`src/rtl/irq_pkg.sv`:
```
package irq_pkg;
   // command opcode, top three bits of a write to address 0
   typedef enum logic [2:0] {
      CMD_SEL_REQ  = 3'b000,
      CMD_SEL_SVC  = 3'b001,
      CMD_EOI_NS   = 3'b010,
      CMD_EOI_SPEC = 3'b011,
      CMD_SET_LOW  = 3'b100,
      CMD_ROT_OFF  = 3'b101,
      CMD_ROT_ON   = 3'b110,
      CMD_NONE     = 3'b111
   } irq_cmd_e;

   localparam logic [1:0] ADR_CMD  = 2'd0;
   localparam logic [1:0] ADR_MASK = 2'd1;
   localparam logic [1:0] ADR_TRIG = 2'd2;
   localparam logic [1:0] ADR_BASE = 2'd3;
endpackage

```
`src/rtl/irq_req_latch.sv`:
```
module irq_req_latch #(
   parameter int N = 8
) (
   input  logic         clk,
   input  logic         rst_n,
   input  logic [N-1:0] line,
   input  logic [N-1:0] edge_mode,
   input  logic [N-1:0] clr,
   output logic [N-1:0] req
);
   logic [N-1:0] line_q;

   always_ff @(posedge clk or negedge rst_n) begin
      if (!rst_n) line_q <= '0;
      else        line_q <= line;
   end

   for (genvar i = 0; i < N; i++) begin : g_bit
      always_ff @(posedge clk or negedge rst_n) begin
         if (!rst_n)
            req[i] <= 1'b0;
         else if (!edge_mode[i])
            req[i] <= line[i];
         else if (line[i] && !line_q[i])
            req[i] <= 1'b1;
         else if (clr[i])
            req[i] <= 1'b0;
      end
   end
endmodule

```
`src/rtl/irq_ring_pick.sv`:
```
module irq_ring_pick #(
   parameter int LVL_W = 3,
   localparam int N = 1 << LVL_W
) (
   input  logic [N-1:0]     vec,
   input  logic [LVL_W-1:0] lowest,
   output logic             any,
   output logic [LVL_W-1:0] idx
);
   logic [LVL_W-1:0] start;
   logic [LVL_W-1:0] cand;

   assign start = lowest + 1'b1;

   always_comb begin
      any  = 1'b0;
      idx  = '0;
      cand = '0;
      // walk from lowest rank upward; the last hit is the highest rank
      for (int k = N - 1; k >= 0; k--) begin
         cand = start + LVL_W'(k);
         if (vec[cand]) begin
            any = 1'b1;
            idx = cand;
         end
      end
   end
endmodule

```
`src/rtl/prio_irq_ctrl.sv`:
```
module prio_irq_ctrl
   import irq_pkg::*;
#(
   parameter int LVL_W  = 3,
   parameter int DATA_W = 8
) (
   input  logic                 clk,
   input  logic                 rst_n,
   input  logic [(1<<LVL_W)-1:0] irq_in,
   input  logic                 wr_en,
   input  logic [1:0]           addr,
   input  logic [DATA_W-1:0]    wr_data,
   output logic [DATA_W-1:0]    rd_data,
   input  logic                 ack,
   output logic                 int_out,
   output logic [DATA_W-1:0]    vector
);
   localparam int N      = 1 << LVL_W;
   localparam int BASE_W = DATA_W - LVL_W;

   initial begin
      assert (DATA_W >= N) else $error("DATA_W must hold one bit per level");
      assert (DATA_W >= LVL_W + 3) else $error("DATA_W too narrow for commands");
   end

   logic [N-1:0]      irr, isr, imr, trig;
   logic [LVL_W-1:0]  lowest;
   logic              rot_en, rd_isr;
   logic [BASE_W-1:0] base;
   logic [DATA_W-1:0] vec_q;

   logic              pend_any, svc_any;
   logic [LVL_W-1:0]  pend_idx, svc_idx;
   logic              take;
   logic [N-1:0]      take_clr;

   logic              cmd_we;
   irq_cmd_e          op;
   logic [LVL_W-1:0]  op_lvl;
   logic              eoi_do;
   logic [LVL_W-1:0]  eoi_lvl;

   function automatic logic [LVL_W-1:0] rank_of(input logic [LVL_W-1:0] l,
                                                input logic [LVL_W-1:0] low);
      return l - low - 1'b1;
   endfunction

   irq_req_latch #(.N(N)) u_req (
      .clk(clk), .rst_n(rst_n), .line(irq_in), .edge_mode(trig),
      .clr(take_clr), .req(irr)
   );

   irq_ring_pick #(.LVL_W(LVL_W)) u_pend (
      .vec(irr & ~imr), .lowest(lowest), .any(pend_any), .idx(pend_idx)
   );

   irq_ring_pick #(.LVL_W(LVL_W)) u_svc (
      .vec(isr), .lowest(lowest), .any(svc_any), .idx(svc_idx)
   );

   assign int_out  = pend_any &&
                     (!svc_any || (rank_of(pend_idx, lowest) < rank_of(svc_idx, lowest)));
   assign take     = ack && int_out;
   assign take_clr = take ? (N'(1) << pend_idx) : '0;

   assign cmd_we = wr_en && (addr == ADR_CMD);
   assign op     = irq_cmd_e'(wr_data[DATA_W-1 -: 3]);
   assign op_lvl = wr_data[LVL_W-1:0];

   always_comb begin
      eoi_do  = 1'b0;
      eoi_lvl = op_lvl;
      if (cmd_we && op == CMD_EOI_NS && svc_any) begin
         eoi_do  = 1'b1;
         eoi_lvl = svc_idx;
      end else if (cmd_we && op == CMD_EOI_SPEC) begin
         eoi_do  = 1'b1;
      end
   end

   always_ff @(posedge clk or negedge rst_n) begin
      if (!rst_n) begin
         isr    <= '0;
         imr    <= '0;
         trig   <= '1;
         base   <= '0;
         lowest <= '1;
         rot_en <= 1'b0;
         rd_isr <= 1'b0;
         vec_q  <= '0;
      end else begin
         isr <= (isr | take_clr) & ~(eoi_do ? (N'(1) << eoi_lvl) : '0);
         if (take) vec_q <= {base, pend_idx};
         if (wr_en && addr == ADR_MASK) imr  <= wr_data[N-1:0];
         if (wr_en && addr == ADR_TRIG) trig <= wr_data[N-1:0];
         if (wr_en && addr == ADR_BASE) base <= wr_data[DATA_W-1:LVL_W];
         if (cmd_we && op == CMD_SET_LOW)  lowest <= op_lvl;
         else if (eoi_do && rot_en)        lowest <= eoi_lvl;
         if (cmd_we && op == CMD_ROT_ON)  rot_en <= 1'b1;
         if (cmd_we && op == CMD_ROT_OFF) rot_en <= 1'b0;
         if (cmd_we && op == CMD_SEL_REQ) rd_isr <= 1'b0;
         if (cmd_we && op == CMD_SEL_SVC) rd_isr <= 1'b1;
      end
   end

   assign vector = vec_q;

   always_comb begin
      case (addr)
         ADR_CMD:  rd_data = DATA_W'(rd_isr ? isr : irr);
         ADR_MASK: rd_data = DATA_W'(imr);
         ADR_TRIG: rd_data = DATA_W'(trig);
         default:  rd_data = {base, {LVL_W{1'b0}}};
      endcase
   end
endmodule

```
`config.mk`:
```
export PLATFORM = sky130hd
export DESIGN_NAME = prio_irq_ctrl
export DESIGN_NICKNAME = d
export VERILOG_FILES = /design/src/rtl/irq_pkg.sv /design/src/rtl/irq_req_latch.sv /design/src/rtl/irq_ring_pick.sv /design/src/rtl/prio_irq_ctrl.sv
export SDC_FILE = /design/constraint.sdc
export NUM_CORES = 1
export LEC_CHECK = 0
export BUFFER_PORTS_ARGS = -buffer_cell sky130_fd_sc_hd__buf_2
export CAP_MARGIN = 20
export CORE_MARGIN = 3
export CORE_UTILIZATION = 40
export CTS_BUF_LIST = sky130_fd_sc_hd__clkbuf_8
export DETAILED_ROUTE_END_ITERATION = 8
export GPL_TIMING_DRIVEN = 0
export HOLD_SLACK_MARGIN = 0.05
export SYNTH_ARGS = -nofsm -noshare
export SYNTH_HDL_FRONTEND = slang
export SYNTH_HIERARCHICAL = 1
export SYNTH_SLANG_ARGS = --single-unit
export TNS_END_PERCENT = 30
```
`constraint.sdc`:
```
create_clock -name clk -period 6.5 [get_ports clk]
set_input_delay 0 -clock clk [delete_from_list [all_inputs] [get_ports clk]]
set_output_delay 0 -clock clk [all_outputs]
set_load 0.1 [all_outputs]
```
# [Yosys cells after proc, flatten, opt, wreduce, memory -nomap -nowiden]
# Cells that the tools add are included.
[word_totals] register_bits=58 input_bits=22 out_inout_bits=17 wordCells=201
[classes] addsub=12 n_lt_le_gt_ge=9 n_eq_ne=17 n_shift=2 n_mux=101 n_bitwise=5 n_reduce_logical=38
[ops] operator="1-bit two-way mux" n=62
[ops] operator="3-bit two-way mux" n=19
[ops] operator="1-bit binary-select mux with 3-bit select" n=16
[ops] operator="3-bit by 4-bit less-than comparator with 1-bit output (second input constant)" n=8
[ops] operator="8-bit two-way mux" n=3
[ops] operator="3-bit by 1-bit != test with 1-bit output (second input constant)" n=8
[ops] operator="8-bit one-hot mux with 3 select lines" n=1
[ops] operator="1-bit logical AND" n=23
[ops] operator="8-bit bitwise AND" n=2
[ops] operator="8-bit inverter" n=2
[ops] operator="1-bit by 3-bit left shift with 8-bit output (first input constant)" n=2
[ops] operator="3-bit adder (second input constant)" n=4
[ops] operator="3-bit equality test (second input constant)" n=3
[ops] operator="1-bit zero test" n=9
[ops] operator="8-bit OR" n=1
[ops] operator="3-bit by 1-bit adder with 3-bit output (second input constant)" n=2
[ops] operator="3-bit by 2-bit adder with 3-bit output (second input constant)" n=2
[ops] operator="3-bit by 2-bit equality test with 1-bit output (second input constant)" n=2
[ops] operator="2-bit nonzero test" n=3
[ops] operator="3-bit by 1-bit subtractor with 3-bit output (second input constant)" n=2
[ops] operator="3-bit subtractor" n=2
[ops] operator="2-bit equality test (second input constant)" n=2
[ops] operator="3-bit by 1-bit equality test with 1-bit output (second input constant)" n=1
[ops] operator="3-bit zero test" n=1
[ops] operator="4 further kinds" n=4

# [Depth between registers and ports, before layout]
# Gate-level depths: netlist of run 1.
[logic_depth] word_depth=22 mapped_depth=23 mapped_depth_nobuf=19

# [Cells and area by module]
# Netlist of run 1, hierarchy kept.
[modules_own_cells] mod="prio_irq_ctrl" n_inst=1 cells_per_inst=200 area_each_um2=2442.3 seq_area_each_um2=1064.8
[modules_own_cells] mod="irq_ring_pick" n_inst=2 cells_per_inst=98 area_each_um2=924.6 seq_area_each_um2=0.0
[modules_own_cells] mod="irq_req_latch" n_inst=1 cells_per_inst=40 area_each_um2=536.8 seq_area_each_um2=400.4

# [Worst setup path after synthesis of run 1]
# Ideal clock, no wire load.
[synth_path] path_kind="reg2reg" start="register lowest[0]" end="register vec_q[0], in the netlist vector[0]" setup_time_ns=0.125 arrival_time_ns=5.492 required_ns=6.375 path_slack_ns=0.882 stages_incl_launch_ff=22 path_buffers=4 synth_period_minus_slack_ns=5.618 cell_sequence="dfstp_2 -> buf_6 -> buf_8 -> buf_2 -> inv_1 -> ha_1 -> buf_6 -> mux4_2 -> mux2i_1 -> mux2i_1 -> a21oi_1 -> a311o_1 -> a31oi_1 -> inv_1 -> fa_1 -> xnor2_1 -> xnor2_1 -> ha_1 -> o21ai_1 -> nand2_2 -> a21boi_2 -> mux2_2"
[synth_between] elab_chain_len=18 elab_cells_between_ends=81 classes_between="add/sub: 12; order compare: 1; mux: 64; reduce/logical: 4"
[synth_lines] element="from (decl)" line_no="prio_irq_ctrl.sv:27" text="logic [LVL_W-1:0] lowest;"
[synth_lines] element="from (signal assigned)" line_no="prio_irq_ctrl.sv:97" text="if (cmd_we && op == CMD_SET_LOW) lowest <= op_lvl;"
[synth_lines] element="from (signal assigned)" line_no="prio_irq_ctrl.sv:98" text="else if (eoi_do && rot_en) lowest <= eoi_lvl;"
[synth_lines] element="3-bit by 1-bit adder with 3-bit output *" line_no="irq_ring_pick.sv:13" text="assign start = lowest + 1'b1;"
[synth_lines] element="3-bit adder" line_no="irq_ring_pick.sv:21" text="cand = start + LVL_W'(k);"
[synth_lines] element="1-bit binary-select mux with 3-bit select" line_no="irq_ring_pick.sv:22" text="if (vec[cand]) begin"
[synth_lines] element="1-bit two-way mux (implied by the code)" line_no="irq_ring_pick.sv:22"
[synth_lines] element="3-bit two-way mux (7 in series)" line_no="irq_ring_pick.sv:22"
[synth_lines] element="3-bit two-way mux *" line_no="irq_ring_pick.sv:22"
[synth_lines] element="net pend_idx[1]" line_no="prio_irq_ctrl.sv:33" text="logic [LVL_W-1:0] pend_idx, svc_idx;"
[synth_lines] element="3-bit subtractor *" line_no="prio_irq_ctrl.sv:45" text="return l - low - 1'b1;"
[synth_lines] element="3-bit by 1-bit subtractor with 3-bit output *" line_no="prio_irq_ctrl.sv:45"
[synth_lines] element="3-bit less-than comparator *" line_no="prio_irq_ctrl.sv:62" text="(!svc_any || (rank_of(pend_idx, lowest) < rank_of(svc_idx, lowest)));"
[synth_lines] element="1-bit logical OR *" line_no="prio_irq_ctrl.sv:62"
[synth_lines] element="1-bit logical AND *" line_no="prio_irq_ctrl.sv:61" text="assign int_out = pend_any &&"
[synth_lines] element="1-bit logical AND *" line_no="prio_irq_ctrl.sv:63" text="assign take = ack && int_out;"
[synth_lines] element="to (signal assigned)" line_no="prio_irq_ctrl.sv:93" text="if (take) vec_q <= {base, pend_idx};"
[synth_lines] element="to (decl)" line_no="prio_irq_ctrl.sv:30" text="logic [DATA_W-1:0] vec_q;"
# Mark *: on every way through the listed nets, which the timed path passes. The rest lies on a longest branch. The select of a mux whose other input is x is not followed.
# A chain may end at the register's enable or synchronous reset.

# [Worst setup path after layout of run 1]
[layout_path] start="register lowest[0]" end="register u_req.req[2]"
[layout_between] elab_chain_len=20 elab_cells_between_ends=84 classes_between="add/sub: 12; order compare: 1; eq/ne: 1; shift: 1; mux: 65; reduce/logical: 4"
[layout_lines] element="3-bit by 1-bit adder with 3-bit output *" line_no="irq_ring_pick.sv:13"
[layout_lines] element="3-bit adder" line_no="irq_ring_pick.sv:21"
[layout_lines] element="1-bit binary-select mux with 3-bit select" line_no="irq_ring_pick.sv:22"
[layout_lines] element="1-bit two-way mux (implied by the code)" line_no="irq_ring_pick.sv:22"
[layout_lines] element="3-bit two-way mux (7 in series)" line_no="irq_ring_pick.sv:22"
[layout_lines] element="3-bit two-way mux *" line_no="irq_ring_pick.sv:22"
[layout_lines] element="net pend_idx[1]" line_no="prio_irq_ctrl.sv:33"
[layout_lines] element="3-bit subtractor" line_no="prio_irq_ctrl.sv:45"
[layout_lines] element="3-bit by 1-bit subtractor with 3-bit output" line_no="prio_irq_ctrl.sv:45"
[layout_lines] element="3-bit less-than comparator" line_no="prio_irq_ctrl.sv:62"
[layout_lines] element="1-bit logical OR" line_no="prio_irq_ctrl.sv:62"
[layout_lines] element="1-bit logical AND" line_no="prio_irq_ctrl.sv:61"
[layout_lines] element="1-bit logical AND" line_no="prio_irq_ctrl.sv:63"
[layout_lines] element="8-bit two-way mux *" line_no="prio_irq_ctrl.sv:64" text="assign take_clr = take ? (N'(1) << pend_idx) : '0;"
[layout_lines] element="net take_clr[2]" line_no="prio_irq_ctrl.sv:35" text="logic [N-1:0] take_clr;"
[layout_lines] element="3-bit by 1-bit != test with 1-bit output (no source line) *"
[layout_lines] element="to (signal, indexed assignment)" line_no="irq_req_latch.sv:23" text="req[i] <= line[i];"
[layout_lines] element="to (decl)" line_no="irq_req_latch.sv:9" text="output logic [N-1:0] req"
# Marks and branches as above.

==> results.ini, run 1 <==
[cells_and_area]
n_antenna_cell=0
fin_util_pct=48.62
finish.instance_area_um2=5647
drive_gt1_share_pct=33.66
nets=535
syn2layout_area_growth_pct=16.95

[synth]
async_reset_ff_share_pct=100.0
synth.area.mux_share_pct=28.50
synth_seq_cells=58
synth_cell_types=62
synth_top_family_by_area=multiplexers
postSynthNetCount=468
synth_edf_count=0
netlist_instances=436
synth_compound_area_share_pct=17.49
synth_xor_area_share_pct=4.353
synth_area_um2=4828
seq_area_frac_synth_pct=30.34
post_synth_and_or_nand_nor_area_fraction_pct=11.01
yosysWarnings=6
syn_avg_cell_area_um2=11.07
synth_ff_type=dfrtp_1
synth-adder-area-share_pct=2.902

[place]
placed_area_um2=5213
place.detailed.hpwl_um=9123
io_buffers=37
place_congestion=0.8684
pre_cts_ws_ns=-0.1627

[setup_path]
r2r_cells=22
cp.depth=22
path_buf_inv=7
slowest_delay_ns=0.62
cp_top_family=compound AO/OA/AOI/OAI gates
cp-end-kind=register
setup.worst_path.start_class=register
slowest_stage=dfstp_2
cp_cell_sequence=buf_6, buf_8, buf_2, inv_1, ha_1, buf_6, mux4_2, mux2i_1, mux2i_1, a21oi_1, a311o_1, a31oi_4, inv_1, fa_1, xnor2_1, xnor2_1, ha_1, o21ai_1, nand2_2, a2111oi_2, inv_1, a32o_1
worst_path_most_repeated_cell=inv_1
required_ns=6.73
critPathKind=reg2reg
critPathMaxFanout=10
critical_path_arrival_ns=6.49

[cts]
postCtsSetupBuffers=0
cts.htree.levels=3
cts.clk_slew.worst_paths_ns=0.07
cts_tree=built
clk-insertion-delay-late_ns=0.34
cts_buffer_depth=2
tritoncts.num_buffers=9
cts.sinks=58
root_buffer=clkbuf_8

[timing]
relSlewSlack_pct=46.01
timing.final.crit_period_ns=6.256
hold_violations=0
fin_skew_ns=0.008458
rsz0062_at_grt=yes
layout_setup_ws_ns=0.2442
finalSetupViolations=0
fmax_ghz=0.1599
finalCritPeriodShare_pct=96.24
worst_slew_pin_slew_ns=0.8045
slew_violations=0
fin_hold_ws_ns=0.1195

[floorplanning]
pin_count=39
die_w_um=115.9
start_util_pct=41.58
die_area_um2=13420
fp.coreArea_um2=11610
die_h_um=115.9
num_rows=39

[grt]
grt_pass1_vias=3692
gr-total-overflow=0
grt_pass1_wl_um=19580
track_usage_pct=18.59
antenna_found_initial=0
grt_max_degree=42

[run_status]
status=complete, no violations

[routing]
drt_first_pass_iters=4
antenna_left=0
wl_um=11960
drt_iter0_drc=208
vias=3788
via_per_inst=5.819
drcViolationCount=0
wire_per_inst_um=18.37

[flow_run]
drv_cap=0

[worst_hold_path]
hold_class=in2async

-- placed cells by master, fill, tap and decap left out, types with 8 or more instances in the layout --
cell type      Yosys  final
nor2b_1           15     15
a31oi_1           10      9
inv_1             27     28
nand2_1           36     36
o22a_1             8      8
ha_1               8      8
a21oi_1           15     15
mux2_2            48     48
nor2_1            13     13
clkbuf_8           0     10
mux2i_1           22     22
mux4_2            21     21
buf_2              4     41
o21ai_0           12     12
dlygate4sd3_1      0     18
xnor2_1            9      9
nor3_1            10     10
dfrtp_1           47     47
dfstp_2           11     11
-- flip-flops by register name, indices dropped and copies added, names as in the netlist --
register,count
imr,8
isr,8
trig,8
u_req/line_q,8
u_req/req,8
vector,8
base,5
lowest,3
rd_isr,1
rot_en,1
-- layout make-up --
cell class,instances,area [µm²]
fillers,1065,5967
multi-input cells,330,3138
well taps,143,178.9
flip-flops and latches,58,1465
plain buffers,19,151.4
clock buffers,10,137.6
repair buffers,56,385.4
clock inverters,6,81.33
inverters,29,108.9
-- synthesized netlist by cell type, types with 3 or more instances --
cell type | n | area share, %
o21ai_0 | 12 | 1.2
ha_1 | 8 | 2.1
a31oi_1 | 10 | 1.3
mux2i_1 | 22 | 4.6
dfstp_2 | 11 | 6.0
buf_4 | 4 | 0.62
nor2b_1 | 15 | 1.9
o22a_1 | 8 | 1.5
xnor2_1 | 9 | 1.6
nand3_1 | 6 | 0.62
a32o_1 | 5 | 1.0
dfrtp_1 | 47 | 24
mux4_2 | 21 | 9.8
a22o_1 | 5 | 0.91
clkbuf_1 | 4 | 0.31
nor2_1 | 13 | 1.0
a2111oi_2 | 8 | 2.5
buf_6 | 5 | 1.2
o21ai_1 | 3 | 0.31
nand2_1 | 36 | 2.8
a311oi_1 | 4 | 0.73
xnor3_1 | 4 | 1.9
nand3b_1 | 3 | 0.47
and3_1 | 4 | 0.52
o2bb2ai_1 | 4 | 0.73
mux2_4 | 3 | 0.93
a21oi_1 | 15 | 1.6
inv_1 | 27 | 2.1
a221o_1 | 3 | 0.62
buf_2 | 4 | 0.41
nor3_1 | 10 | 1.0
mux2_2 | 48 | 11
o211ai_1 | 6 | 0.93
-- per-layer routing --
| layer | routed length, µm | track usage, % |
|---|---|---|
| met1 | 5358 | 25.24 |
| met2 | 6138 | 31.80 |
| met3 | 414 | 2.298 |
| met4 | 46 | 4.408 |
| met5 | 0 | 0 |
-- path summary, 6_finish.rpt --
path	from	end	slack, ns
min in group clk	ack	u_req/req[7]$_DFFE_PN0P_	0.16
hold reg to reg	vector[6]$_DFFE_PN0P_	vector[6]$_DFFE_PN0P_	0.51
setup / recovery	lowest[0]$_DFFE_PN1P_	u_req/req[2]$_DFFE_PN0P_	0.24
setup reg to reg	lowest[0]$_DFFE_PN1P_	u_req/req[2]$_DFFE_PN0P_	0.24
max in group asynchronous	rst_n	lowest[2]$_DFFE_PN1P_	5.77
hold / removal	rst_n	vector[3]$_DFFE_PN0P_	0.12
-- stage by stage --
step,setup TNS [ns],std cells
after floorplan,0,436
after global placement,-0.2382,616
after detailed placement,-1.491,617
after CTS,0,651
after global routing,-0.2033,651
final,0,651
-- what timing repair did --
item,CTS,global route
endpoints found under the setup margin,13,15
gates resized for setup,1,3
endpoints found under the hold margin,90,0
hold buffers,18,0
-- logic make-up after synthesis --
logic type / count (synthesis)
and+or+nand+nor: 102
muxes: 98
DFF: 58
adders and majority gates: 10
xor gates and xnor gates: 16
buffers and inverters: 48
AOI/OAI and AO/OA: 104
Power of run 1 is left out: the tool's default activity adds up to more than one toggle a clock period on the data nets, which glitch-free logic cannot reach.
==> run 2: changes to the inputs <==
==> constraint.sdc (replaced) <==
create_clock -name clk -period 6.3 [get_ports clk]
set_input_delay 0 -clock clk [delete_from_list [all_inputs] [get_ports clk]]
set_output_delay 0 -clock clk [all_outputs]
set_load 0.1 [all_outputs]
==> run 2 against run 1 <==
- highest routed layer unchanged
- core utilization up 1.2 points
- via count rose by 0.45%
- first-iteration DRC count is 7.2% lower
==> results.ini, run 2 (synthesized netlist as in run 1, its figures left out) <==
[setup_path]
critPathLaunch=lowest[0]$_DFFE_PN1P_
crit_path_end=u_req/req[6]$_DFFE_PN0P_
critical_path_arrival_ns=6.26
required_ns=6.53
cp-end-kind=register
rr_startpoint=lowest[0]$_DFFE_PN1P_
r2r_cells=22
r2r_slack_ns=0.28
timing.rr.end=u_req/req[6]$_DFFE_PN0P_
critPathMaxFanout=10
critPathKind=reg2reg
setup.worst_path.start_class=register

[cts]
tritoncts.num_buffers=9
root_buffer=clkbuf_8
cts.clk_slew.worst_paths_ns=0.07
cts_buffer_depth=2
cts.sinks=58
cts.htree.levels=3
cts_tree=built
clk-insertion-delay-late_ns=0.34

[routing]
drcViolationCount=0
drt_first_pass_iters=4
wire_per_inst_um=18.48
via_per_inst=5.783
vias=3805
antenna_left=0
wl_um=12160
drt_iter0_drc=193

[place]
place.detailed.hpwl_um=9123
placed_area_um2=5213
io_buffers=37
place_congestion=0.8684

[flow_run]
drv_cap=0

[floorplanning]
die_area_um2=13420
start_util_pct=41.58
fp.coreArea_um2=11610
pin_count=39
num_rows=39
die_w_um=115.9
die_h_um=115.9

[grt]
grt_pass1_vias=3692
antenna_found_initial=0
track_usage_pct=18.59
grt_max_degree=42
grt_pass1_wl_um=19580
gr-total-overflow=0

[cells_and_area]
layout_common_cells=mux2_2 (48), dfrtp_1 (47), buf_2 (40)
final_common_cell=mux2_2
nets=542
drive_gt1_share_pct=35.73
syn2layout_area_growth_pct=19.95
finish.instance_area_um2=5792
n_antenna_cell=0
final.fill_count=1050

[worst_hold_path]
hold_class=in2async

[timing]
hold_violations=0
slew_violations=0
finalSetupViolations=0
timing.setup.tns_ns=0
worst_slew_pin_slew_ns=0.8827
fmax_ghz=0.1660
timing.final.crit_period_ns=6.023
relSlewSlack_pct=40.75
finalCritPeriodShare_pct=95.61
fin_skew_ns=0.008269

[run_status]
status=complete, no violations

==> run 2: cell count changes in the layout (fill, tap and decap cells not counted), sizes merged <==
cell,change
clkbuf,+1
buf,+6
inv,-1
clkinvlp,+1
==> run 2: layout make-up <==
class / instances / area (µm²) / area share (%)
inverter: 29 / 112.6 / 1.944
multi-input combinational: 330 / 3212 / 55.45
buffer: 19 / 153.9 / 2.657
clock inverter: 6 / 81.33 / 1.404
sequential: 58 / 1465 / 25.30
tap: 143 / 178.9 / 3.089
clock buffer: 10 / 137.6 / 2.376
timing repair buffer: 63 / 450.4 / 7.777
==> run 2: repair_timing <==
action | CTS | global route
setup endpoints to repair | 24 | 18
gates resized for setup | 2 | 14
endpoints found under the hold margin | 90 | 0
hold buffers | 18 | 0
pin swaps | 0 | 4
setup buffers | 0 | 7
==> run 2: worst min-delay path by stage <==
stage	start	end	slack (ns)	depth (start not counted)
2_1_floorplan	rst_n	base[0]$_DFFE_PN0P_	-0.30	0
3_3_place_gp	irq_in[7]	u_req/line_q[7]$_DFF_PN0_	0.13	1
3_5_place_dp	rst_n	vector[4]$_DFFE_PN0P_	-0.04	1
4_1_cts	rst_n	vector[3]$_DFFE_PN0P_	0.11	2
5_1_grt	rst_n	base[0]$_DFFE_PN0P_	0.15	2
6_report	rst_n	vector[3]$_DFFE_PN0P_	0.12	2
==> run 2: metal layers <==
layer / share of wire (%) / vias to the layer above / GRT usage (%) / wire length, µm
met5: 0 / - / 0 / 0
met2: 51 / 66 / 31.80 / 6252
met4: 0.50 / 0 / 4.408 / 61
met1: 45 / 1910 / 25.24 / 5519
met3: 2.7 / 5 / 2.298 / 326
li1: - / 1824 / - / -
==> run 2: critical path, stage by stage (launching register included) <==
cell and delay [ns]:
dfstp_2 0.62, buf_6 0.16, buf_8 0.14, clkbuf_4 0.20, inv_1 0.11, ha_1 0.31
buf_6 0.15, mux4_2 0.59, mux2i_4 0.20, mux2i_1 0.22, a21oi_1 0.08, a311o_1 0.32
a31oi_4 0.31, clkinvlp_4 0.22, fa_1 0.43, xnor2_1 0.15, xnor2_1 0.14, ha_1 0.24
nor2_1 0.20, o211ai_4 0.25, a2111oi_4 0.51, inv_1 0.09, a32o_1 0.26
==> run 2: metrics by stage <==
stage,hold WS (ns),worst slack (ns),instances,utilization [%]
6_report,0.1204,0.2767,658,49.87
5_1_grt,0.1468,-0.01431,658,49.87
4_1_cts,0.1085,0.05503,651,48.45
3_5_place_dp,-0.03921,-0.3627,617,44.88
3_3_place_gp,0.1270,-0.2583,616,44.71
2_1_floorplan,-0.2956,0.6824,436,-
Power of run 2 is left out for the same reason.
==> run 3: changes to the inputs <==
--- a/config.mk
+++ b/config.mk
@@ -13,6 +13,7 @@
 export DETAILED_ROUTE_END_ITERATION = 8
 export GPL_TIMING_DRIVEN = 0
 export HOLD_SLACK_MARGIN = 0.05
+export PLACE_DENSITY = 0.62
 export SYNTH_ARGS = -nofsm -noshare
 export SYNTH_HDL_FRONTEND = slang
 export SYNTH_HIERARCHICAL = 1
==> run 3 against run 2 <==
- non-clock buffer count is the same
- clock skew grew 0.0027 ns
- setup slack better by 0.11 ns
- count of clock-buffer cells in the layout shrank 1
- largest cell class unchanged
- highest routed layer unchanged
==> results.ini, run 3 (synthesized netlist as in run 1, its figures left out) <==
[cells_and_area]
fin_util_pct=49.61
final_common_cell=mux2_2
nets=543
syn2layout_area_growth_pct=19.33
n_antenna_cell=0
layout_common_cells=mux2_2 (48), dfrtp_1 (47), buf_2 (39)
drive_gt1_share_pct=36.05

[setup_path]
slowest_delay_ns=0.62
critPathMaxFanout=10
setup.worst_path.start_class=register
slowest_stage=dfstp_2
critical_path_arrival_ns=6.14
cp_cell_sequence=buf_6, buf_8, clkbuf_4, inv_1, ha_1, buf_6, mux4_2, mux2i_4, mux2i_1, a21oi_1, a311o_1, a31oi_4, clkinvlp_4, fa_1, xnor2_1, xnor2_1, ha_1, o21ai_2, nand2_4, a2111oi_4, inv_1, a32o_1
cp-end-kind=register
rr_startpoint=lowest[0]$_DFFE_PN1P_
cp.depth=22
critPathLaunch=lowest[0]$_DFFE_PN1P_
required_ns=6.53
critPathKind=reg2reg
r2r_cells=22
path_buf_inv=7
cp_top_family=compound AO/OA/AOI/OAI gates

[floorplanning]
fp.coreArea_um2=11610
pin_count=39
die_w_um=115.9
start_util_pct=41.58
die_h_um=115.9
num_rows=39
die_area_um2=13420

[timing]
hold_violations=0
fin_skew_ns=0.01098
timing.final.crit_period_ns=5.917
relSlewSlack_pct=51.41
finalCritPeriodShare_pct=93.92
layout_setup_ws_ns=0.3831
fmax_ghz=0.1690
rsz0062_at_grt=no
slew_violations=0
finalSetupViolations=0
worst_slew_pin_slew_ns=0.7239

[routing]
wl_um=12130
wire_per_inst_um=18.41
drt_first_pass_iters=5
drt_iter0_drc=348
drcViolationCount=0
via_per_inst=5.950
vias=3921
antenna_left=0

[cts]
root_buffer=clkbuf_8
cts.sinks=58
cts.htree.levels=3
clk-insertion-delay-late_ns=0.34
cts_buffer_depth=2
cts_tree=built
cts.clk_slew.worst_paths_ns=0.07
tritoncts.num_buffers=9

[place]
place.detailed.hpwl_um=9181
io_buffers=37
place_congestion=0.9193
pre_cts_ws_ns=-0.2840

[grt]
grt_max_degree=41
grt_pass1_wl_um=19730
grt_pass1_vias=3811
track_usage_pct=18.34
gr-total-overflow=0
antenna_found_initial=0

[flow_run]
drv_cap=0

[worst_hold_path]
hold_class=in2async

[run_status]
status=complete, no violations

run 3: changes by cell type in the layout (fill, tap and decap cells not counted), sizes merged:
cell    previous run  this run
buf               59        58
bufinv             2         0
clkinv             4         6
inv               27        28
o211ai             7         8
run 3: timing repair:
action,CTS,global route
cloned,0,1
endpoints found under the hold margin,89,0
hold buffers,18,0
endpoints found under the setup margin,23,25
buffers inserted,0,7
resized for setup,1,19
pin swaps,0,5
run 3: final cells by class:
cell class              count  area [µm²]
plain buffers              19       153.9
clock buffers               9       123.9
clock inverters             7       38.79
fillers                  1048        5852
inverters                  29       112.6
multi-input cells         331        3236
flip-flops and latches     58        1465
well taps                 143       178.9
repair buffers             63       452.9
run 3: path summary, 6_finish.rpt:
check                           slack (ns)                  endpoint
worst max-delay path                  0.38  u_req/req[2]$_DFFE_PN0P_
worst min-delay path                  0.14        imr[3]$_DFFE_PN0P_
worst max register to register        0.38  u_req/req[2]$_DFFE_PN0P_
worst min register to register        0.50       trig[5]$_DFFE_PN1P_
max in group asynchronous             5.54       trig[1]$_DFFE_PN1P_
min in group clk                      0.18  u_req/req[1]$_DFFE_PN0P_
run 3: metrics by stage:
step,hold slack (ns),instances,cell area (µm²),setup TNS (ns)
after floorplan,-0.2956,436,4828,0
after global placement,0.1234,616,5192,-1.919
after detailed placement,-0.02702,617,5213,-3.512
after CTS,0.1248,651,5562,-0.3720
after global routing,0.1716,659,5762,0
final,0.1384,659,5762,0
run 3: worst reg2reg max path, stage by stage, from the launching register on:
cell,delay (ns)
dfstp_2,0.62
buf_6,0.16
buf_8,0.14
clkbuf_4,0.20
inv_1,0.11
ha_1,0.31
buf_6,0.16
mux4_2,0.61
mux2i_4,0.20
mux2i_1,0.21
a21oi_1,0.09
a311o_1,0.32
a31oi_4,0.34
clkinvlp_4,0.19
fa_1,0.43
xnor2_1,0.15
xnor2_1,0.14
ha_1,0.33
o21ai_2,0.18
nand2_4,0.17
a2111oi_4,0.43
inv_1,0.10
a32o_1,0.25
run 3: metal layers:
metal	share of wire [%]	wire [µm]	vias to the layer above	track usage, %
li1	-	-	1828	-
met3	4.0	481	24	1.828
met2	48	5820	110	29.73
met4	2.1	252	0	4.640
met1	46	5580	1959	26.49
met5	0	0	-	0
Power of run 3 is left out for the same reason.
